File: src/rtl/ps2tx_pkg.sv
package ps2tx_pkg;
   typedef enum logic [1:0] {
      ST_INACT  = 2'd0,
      ST_IDLE   = 2'd1,
      ST_ACTIVE = 2'd2,
      ST_DONE   = 2'd3
   } ps2tx_state_e;

   localparam logic [1:0] A_BYTE = 2'd0;
   localparam logic [1:0] A_CTRL = 2'd1;
   localparam logic [1:0] A_DOUT = 2'd2;
   localparam logic [1:0] A_STAT = 2'd3;
endpackage

File: src/rtl/ps2tx_sync.sv
module ps2tx_sync #(
   parameter int NCH    = 4,
   parameter int STAGES = 2
) (
   input  logic           clk,
   input  logic           rst_n,
   input  logic [NCH-1:0] clk_raw,
   input  logic [NCH-1:0] dat_raw,
   output logic [NCH-1:0] dat_s,
   output logic [NCH-1:0] fall
);
   for (genvar i = 0; i < NCH; i++) begin : g_ch
      logic [STAGES-1:0] cpipe;
      logic [STAGES-1:0] dpipe;
      logic              cprev;
      always_ff @(posedge clk or negedge rst_n) begin
         if (!rst_n) begin
            cpipe <= '1;
            dpipe <= '1;
            cprev <= 1'b1;
         end else begin
            cpipe <= {cpipe[STAGES-2:0], clk_raw[i]};
            dpipe <= {dpipe[STAGES-2:0], dat_raw[i]};
            cprev <= cpipe[STAGES-1];
         end
      end
      assign dat_s[i] = dpipe[STAGES-1];
      assign fall[i]  = cprev & ~cpipe[STAGES-1];
   end
endmodule

File: src/rtl/ps2tx_engine.sv
module ps2tx_engine
   import ps2tx_pkg::*;
#(
   parameter int NCH = 4,
   parameter int DW  = 8,
   parameter int CHW = 2
) (
   input  logic           clk,
   input  logic           rst_n,
   input  logic [NCH-1:0] en,
   input  logic [DW-1:0]  tx_byte,
   input  logic [NCH-1:0] fall,
   input  logic [NCH-1:0] dat_s,
   output ps2tx_state_e   st,
   output logic [CHW-1:0] chan,
   output logic           start_p,
   output logic           done_p,
   output logic           ack_now,
   output logic           owns,
   output logic           tx_bit
);
   localparam int CNTW = $clog2(DW + 4);
   localparam logic [CNTW-1:0] C_PAR  = CNTW'(DW);
   localparam logic [CNTW-1:0] C_STOP = CNTW'(DW + 1);
   localparam logic [CNTW-1:0] C_ACK  = CNTW'(DW + 2);

   logic [CNTW-1:0] cnt;
   logic [DW-1:0]   sh;
   logic            par;
   logic            abort;
   logic            edge_a;
   logic            line_a;

   function automatic logic [CHW-1:0] enc(input logic [NCH-1:0] v);
      logic [CHW-1:0] r;
      r = '0;
      for (int k = 0; k < NCH; k++) begin
         if (v[k]) r = CHW'(k);
      end
      return r;
   endfunction

   always_comb begin
      abort   = (st != ST_INACT) && (en == '0);
      edge_a  = fall[chan];
      line_a  = dat_s[chan];
      ack_now = ~line_a;
      start_p = !abort && (st == ST_IDLE) && edge_a && !line_a;
      done_p  = !abort && (st == ST_ACTIVE) && edge_a && (cnt == C_ACK);
   end

   always_ff @(posedge clk or negedge rst_n) begin
      if (!rst_n) begin
         st     <= ST_INACT;
         chan   <= '0;
         cnt    <= '0;
         sh     <= '0;
         par    <= 1'b0;
         owns   <= 1'b0;
         tx_bit <= 1'b1;
      end else if (abort) begin
         st   <= ST_INACT;
         owns <= 1'b0;
      end else begin
         unique case (st)
            ST_INACT: begin
               if ($onehot(en)) begin
                  st   <= ST_IDLE;
                  chan <= enc(en);
               end
            end
            ST_IDLE: begin
               if (start_p) begin
                  st     <= ST_ACTIVE;
                  owns   <= 1'b1;
                  tx_bit <= tx_byte[0];
                  sh     <= tx_byte >> 1;
                  par    <= ~^tx_byte;
                  cnt    <= CNTW'(1);
               end
            end
            ST_ACTIVE: begin
               if (edge_a) begin
                  cnt <= cnt + 1'b1;
                  if (cnt < C_PAR) begin
                     tx_bit <= sh[0];
                     sh     <= sh >> 1;
                  end else if (cnt == C_PAR) begin
                     tx_bit <= par;
                  end else if (cnt == C_STOP) begin
                     tx_bit <= 1'b1;
                  end else begin
                     st     <= ST_DONE;
                     owns   <= 1'b0;
                     tx_bit <= 1'b1;
                  end
               end
            end
            default: ;
         endcase
      end
   end
endmodule

File: src/rtl/ps2tx_regs.sv
module ps2tx_regs
   import ps2tx_pkg::*;
#(
   parameter int NCH = 4,
   parameter int DW  = 8,
   parameter int CHW = 2
) (
   input  logic           clk,
   input  logic           rst_n,
   input  logic           wr,
   input  logic [1:0]     addr,
   input  logic [DW-1:0]  wdata,
   output logic [DW-1:0]  rdata,
   input  logic           start_p,
   input  logic           done_p,
   input  logic           ack_now,
   input  logic [CHW-1:0] chan,
   output logic [NCH-1:0] en,
   output logic           sie,
   output logic           eie,
   output logic [DW-1:0]  tx_byte,
   output logic [NCH-1:0] dout,
   output logic           sot,
   output logic           eot,
   output logic [CHW-1:0] ach,
   output logic           irq
);
   logic ack;

   always_ff @(posedge clk or negedge rst_n) begin
      if (!rst_n) begin
         en      <= '0;
         sie     <= 1'b0;
         eie     <= 1'b0;
         tx_byte <= '0;
         dout    <= '1;
         sot     <= 1'b0;
         eot     <= 1'b0;
         ack     <= 1'b0;
         ach     <= '0;
      end else begin
         if (wr) begin
            unique case (addr)
               A_BYTE: tx_byte <= wdata;
               A_CTRL: begin
                  en  <= wdata[NCH-1:0];
                  sie <= wdata[NCH];
                  eie <= wdata[NCH+1];
               end
               A_DOUT: dout <= wdata[NCH-1:0];
               default: begin
                  if (wdata[0]) sot <= 1'b0;
                  if (wdata[1]) eot <= 1'b0;
               end
            endcase
         end
         if (start_p) begin
            sot        <= 1'b1;
            ach        <= chan;
            dout[chan] <= 1'b1;
         end
         if (done_p) begin
            eot <= 1'b1;
            ack <= ack_now;
         end
      end
   end

   always_comb begin
      rdata = '0;
      unique case (addr)
         A_BYTE: rdata = tx_byte;
         A_CTRL: begin
            rdata[NCH-1:0] = en;
            rdata[NCH]     = sie;
            rdata[NCH+1]   = eie;
         end
         A_DOUT: rdata[NCH-1:0] = dout;
         default: begin
            rdata[0]     = sot;
            rdata[1]     = eot;
            rdata[2]     = ack;
            rdata[3+:CHW] = ach;
         end
      endcase
      irq = (sot & sie) | (eot & eie);
   end
endmodule

File: src/rtl/ps2_host_tx.sv
module ps2_host_tx
   import ps2tx_pkg::*;
#(
   parameter int NCH         = 4,
   parameter int DW          = 8,
   parameter int SYNC_STAGES = 2
) (
   input  logic           clk,
   input  logic           rst_n,
   input  logic [NCH-1:0] ps2_clk_i,
   input  logic [NCH-1:0] ps2_dat_i,
   output logic [NCH-1:0] ps2_clk_pull,
   output logic [NCH-1:0] ps2_dat_pull,
   input  logic           reg_wr,
   input  logic [1:0]     reg_addr,
   input  logic [DW-1:0]  reg_wdata,
   output logic [DW-1:0]  reg_rdata,
   output logic           irq
);
   localparam int CHW = (NCH > 1) ? $clog2(NCH) : 1;

   if (NCH < 2 || NCH > 4) begin : g_bad_nch
      $error("ps2_host_tx: NCH must be 2..4");
   end
   if (NCH + 2 > DW || 3 + CHW > DW) begin : g_bad_dw
      $error("ps2_host_tx: DW too narrow for control/status fields");
   end
   if (SYNC_STAGES < 2) begin : g_bad_sync
      $error("ps2_host_tx: SYNC_STAGES must be at least 2");
   end

   logic [NCH-1:0] dat_s, fall, en, dout;
   logic [DW-1:0]  tx_byte;
   logic [CHW-1:0] chan, ach;
   logic           start_p, done_p, ack_now, owns, tx_bit;
   logic           sie, eie, sot, eot;
   ps2tx_state_e   st;

   ps2tx_sync #(.NCH(NCH), .STAGES(SYNC_STAGES)) u_sync (
      .clk(clk), .rst_n(rst_n), .clk_raw(ps2_clk_i), .dat_raw(ps2_dat_i),
      .dat_s(dat_s), .fall(fall)
   );

   ps2tx_engine #(.NCH(NCH), .DW(DW), .CHW(CHW)) u_eng (
      .clk(clk), .rst_n(rst_n), .en(en), .tx_byte(tx_byte), .fall(fall),
      .dat_s(dat_s), .st(st), .chan(chan), .start_p(start_p), .done_p(done_p),
      .ack_now(ack_now), .owns(owns), .tx_bit(tx_bit)
   );

   ps2tx_regs #(.NCH(NCH), .DW(DW), .CHW(CHW)) u_regs (
      .clk(clk), .rst_n(rst_n), .wr(reg_wr), .addr(reg_addr), .wdata(reg_wdata),
      .rdata(reg_rdata), .start_p(start_p), .done_p(done_p), .ack_now(ack_now),
      .chan(chan), .en(en), .sie(sie), .eie(eie), .tx_byte(tx_byte), .dout(dout),
      .sot(sot), .eot(eot), .ach(ach), .irq(irq)
   );

   always_comb begin
      ps2_clk_pull = '1;
      if (st == ST_IDLE || st == ST_ACTIVE) ps2_clk_pull[chan] = 1'b0;
      ps2_dat_pull = ~dout;
      if (owns) ps2_dat_pull[chan] = ~tx_bit;
   end
endmodule

File: config.mk
export PLATFORM = sky130hd
export DESIGN_NAME = ps2_host_tx
export DESIGN_NICKNAME = d
export VERILOG_FILES = /design/src/rtl/ps2tx_pkg.sv /design/src/rtl/ps2tx_sync.sv /design/src/rtl/ps2tx_engine.sv /design/src/rtl/ps2tx_regs.sv /design/src/rtl/ps2_host_tx.sv
export SDC_FILE = /design/constraint.sdc
export NUM_CORES = 1
export LEC_CHECK = 0
export BUFFER_PORTS_ARGS = -buffer_cell sky130_fd_sc_hd__buf_2
export CORE_ASPECT_RATIO = 0.5
export CORE_MARGIN = 1
export CORE_UTILIZATION = 62
export CTS_CLUSTER_SIZE = 12
export DETAILED_ROUTE_END_ITERATION = 10
export PLACE_DENSITY = 0.9
export SETUP_SLACK_MARGIN = 0.02
export SLEW_MARGIN = 20
export SYNTH_ARGS = -nofsm -noshare
export SYNTH_HDL_FRONTEND = slang
export SYNTH_SLANG_ARGS = --single-unit
File: constraint.sdc
create_clock -name clk -period 5.44 [get_ports clk]
set_input_delay 0.544 -clock clk [delete_from_list [all_inputs] [get_ports clk]]
set_output_delay 0.544 -clock clk [all_outputs]
set_load 0.1 [all_outputs]
==> impl_metrics.csv <==
group,metric,value,unit
power_and_ir_drop,p_per_area,604.5,nW/um^2
routing,viasPerCell,5.967,
yosys,ys_seq_area_share,51.09,%
timing,fin_skew,10.17,ps
routing,drc,0,
critical_path,startpoint,"u_regs.en[1]",
cells_and_area,areaGrowthSynthToFinish,14.49,%
critical_path,rr_endpoint,"u_eng.st[1]",
placement,place.gp.congestion,0.8266,
run,drv_cap,0,
clock_network,ctsHoldBuffers,0,
die,die-height,51.59,um
power_and_ir_drop,p_switching,0.0009775,W
die,core,4552,um^2
power_and_ir_drop,p_sw_share,46.32,%
timing,rsz0062_at_grt,"false",
global_route,grt.total_usage,27.31,%
timing,finalSetupViolCount,0,
critical_path,reg2reg_from,"u_regs.en[1]",
clock_network,clk_pin_slew,70,ps
critical_path,r2r_slack,2680,ps
clock_network,ctsResizeCount,0,
die,dieArea,5220,um^2
timing,max_freq,362.9,MHz
timing,relSlewSlack,47.79,%
cells_and_area,fin_util,76.69,%
clock_network,cts_sinks,61,
critical_path,reg2reg_depth,8,
yosys,synth-edff-count,0,
timing,fin_setup_tns,0,ps
clock_network,cts_buffers,9,
cells_and_area,layout_common_cells,"buf_2, dfrtp_1, mux2_2",
global_route,overflow,0,
routing,drt_iter0_drc,123,
status,status,"complete, no violations",
timing,drv_slew,0,
global_route,antenna_found_initial,0,
critical_path,cp.required,5690,ps
clock_network,root_buffer,"clkbuf_8",
clock_network,cts_setup_buffers,0,
global_route,grt_pass1_wl,10.19,mm
die,rows,17,
critical_path,path_class,"reg2reg",
critical_path,cp-endpoint,"u_eng.st[1]",
timing,layout_min_cycle_time,2756,ps
critical_path,cp_max_fo,5,
hold_path,hp-class,"in2reg",
placement,port_buffers,37,
routing,ant_nets,0,
placement,dp_hpwl,4.222,mm
yosys,synth.avg_cell_area,12.20,um^2
cells_and_area,num-nets-final,325,
power_and_ir_drop,clockPowerShare,20.1,%
placement,dp_slack,2786,ps
critical_path,worstPathArrival,3010,ps
clock_network,clkLatencyLatePin,340,ps
power_and_ir_drop,intPower,0.001133,W
clock_network,htree_levels,3,
timing,setup_ws,2684,ps
yosys,ys_warn_count,0,
power_and_ir_drop,vdd_drop_max,0.3927,mV
die,ios,38,
cells_and_area,final_common_cell,"buf_2",
routing,vias,2154,
global_route,grt_pass1_vias,2111,
yosys,syn_nets,285,
clock_network,clockBufferDepth,2,
global_route,grt_max_degree,62,
power_and_ir_drop,p_leak,1.579,nW
power_and_ir_drop,seqPwrFrac,32.6,%
critical_path,startpoint_type,"flop",
routing,drt_pre_antenna_iters,4,
timing,worst_slew_pin_slew,783.1,ps
yosys,ys_types,39,
cells_and_area,num_antenna_cells,0,
yosys,synthFlopType,"dfrtp_1",
yosys,syn_area,3049,um^2
routing,wirelength,6.297,mm
cells_and_area,drive_above_1_share,38.98,%
clock_network,cts_tree,"done",
routing,wl_per_cell,17.44,um
power_and_ir_drop,power_frac_comb,47.3,%
timing,hold_violations,0,
die,initial_core_util,66.99,%
yosys,ys_async_sr_fraction,100.0,%
yosys,ys_ff_latch,61,
timing,finalCritPeriodShare,50.66,%
yosys,syn_inst,250,
critical_path,end_kind,"flop",
die,die_w,101.2,um
[how the worst min path moves through the flow]
stage / depth (start not counted) / from / endpoint
4_1_cts: 1 / ps2_clk_i[2] / u_sync.g_ch[2].cpipe[0]
6_report: 1 / ps2_clk_i[2] / u_sync.g_ch[2].cpipe[0]
2_1_floorplan: 0 / rst_n / u_eng.chan[0]
3_5_place_dp: 0 / u_sync.g_ch[1].cpipe[0] / u_sync.g_ch[1].cpipe[1]
5_1_grt: 1 / ps2_clk_i[2] / u_sync.g_ch[2].cpipe[0]
3_3_place_gp: 0 / u_sync.g_ch[1].cpipe[0] / u_sync.g_ch[1].cpipe[1]
[synth_stat cells (3+ instances only)]
library cell | count | area (um^2)
clkbuf_1 | 7 | 26.28
dfstp_2 | 25 | 656.9
dfrtp_1 | 36 | 900.9
o21ai_0 | 11 | 55.05
xnor2_1 | 6 | 52.55
a21oi_1 | 4 | 20.02
nand4_1 | 3 | 18.77
mux4_2 | 7 | 157.7
ha_1 | 13 | 162.7
nor2_1 | 10 | 37.54
mux2_2 | 28 | 315.3
nor2b_1 | 5 | 31.28
nor3b_1 | 3 | 22.52
a22o_1 | 3 | 26.28
nand2_1 | 22 | 82.58
and2_1 | 3 | 18.77
nand3_1 | 9 | 45.04
inv_1 | 11 | 41.29
mux2i_1 | 13 | 130.1
nand2b_1 | 5 | 31.28
[cell families (layout without fill, tap and decap cells)]
family                   Yosys count  after routing  share of synthesized area [%]
XOR/XNOR                           7              7                          2.011
adder cells (fa/ha/maj)           14             14                          5.991
multiplexers                      48             48                          19.78
AND/OR/NAND/NOR                   67             67                          11.00
buffers and inverters             21             66                          3.037
flip-flops                        61             61                          51.09
AO/OA/AOI/OAI                     32             32                          7.099
[registers in the layout, summed over array words and instances (netlist names)]
name and flops:
u_eng.sh 7, u_sync.g_ch.cpipe 8, u_sync.g_ch.dpipe 8, u_regs.ach 2
u_regs.eot 1, u_eng.st 2, u_regs.sot 1, u_eng.par 1
u_regs.eie 1, u_eng.chan 2, u_sync.g_ch.cprev 4, u_regs.sie 1
u_eng.cnt 4, u_regs.dout 4, u_regs.en 4, u_eng.tx_bit 1
u_regs.ack 1, u_regs.tx_byte 8, u_eng.owns 1
[layout make-up]
| class | instances | area (um^2) |
|---|---|---|
| sequential | 61 | 1558 |
| multi-input combinational | 168 | 1399 |
| fill | 299 | 1061 |
| timing repair buffer | 38 | 192.7 |
| clock buffer | 13 | 168.9 |
| tap | 66 | 82.58 |
| inverter | 12 | 47.55 |
| clock inverter | 3 | 42.54 |
[routing by layer]
| layer | GRT usage [%] | up-vias | part of all wire (%) |
|---|---|---|---|
| met1 | 34.58 | 1088 | 44 |
| met2 | 45.12 | 85 | 48 |
| li1 | - | 968 | - |
| met4 | 9.903 | 0 | 1.3 |
| met5 | 0 | - | 0 |
| met3 | 8.468 | 13 | 6.2 |
[power groups by stage]
| stage | combinational, W | clock, W | sequential (W) |
|---|---|---|---|
| finish | 0.000998 | 0.000424 | 0.000688 |
| global route | 0.00106 | 0.000450 | 0.000700 |
| floorplan | 0.000855 | 0 | 0.000639 |
| detailed placement | 0.000981 | 0 | 0.000689 |
| CTS | 0.000990 | 0.000430 | 0.000683 |
| global placement | 0.000950 | 0 | 0.000679 |
[per-stage QoR]
step           power [W]  area [um^2]  std cells  hold WS, ps
2_1_floorplan   0.001493         3049        250        248.4
3_3_place_gp    0.001630         3279        345        346.1
5_1_grt         0.002207         3491        361        272.7
3_5_place_dp    0.001670         3279        345        346.8
4_1_cts         0.002102         3491        361        278.5
6_report        0.002110         3491        361        290.0
[worst max-delay path, stage by stage (launching register included)]
cell and delay (ps):
dfrtp_1 440, inv_1 70, ha_1 290, ha_1 230, fa_1 450, nor3_1 460
a21oi_1 80, a211oi_1 400, mux2i_1 250
No activity file was read; power rests on OpenSTA's default activity.
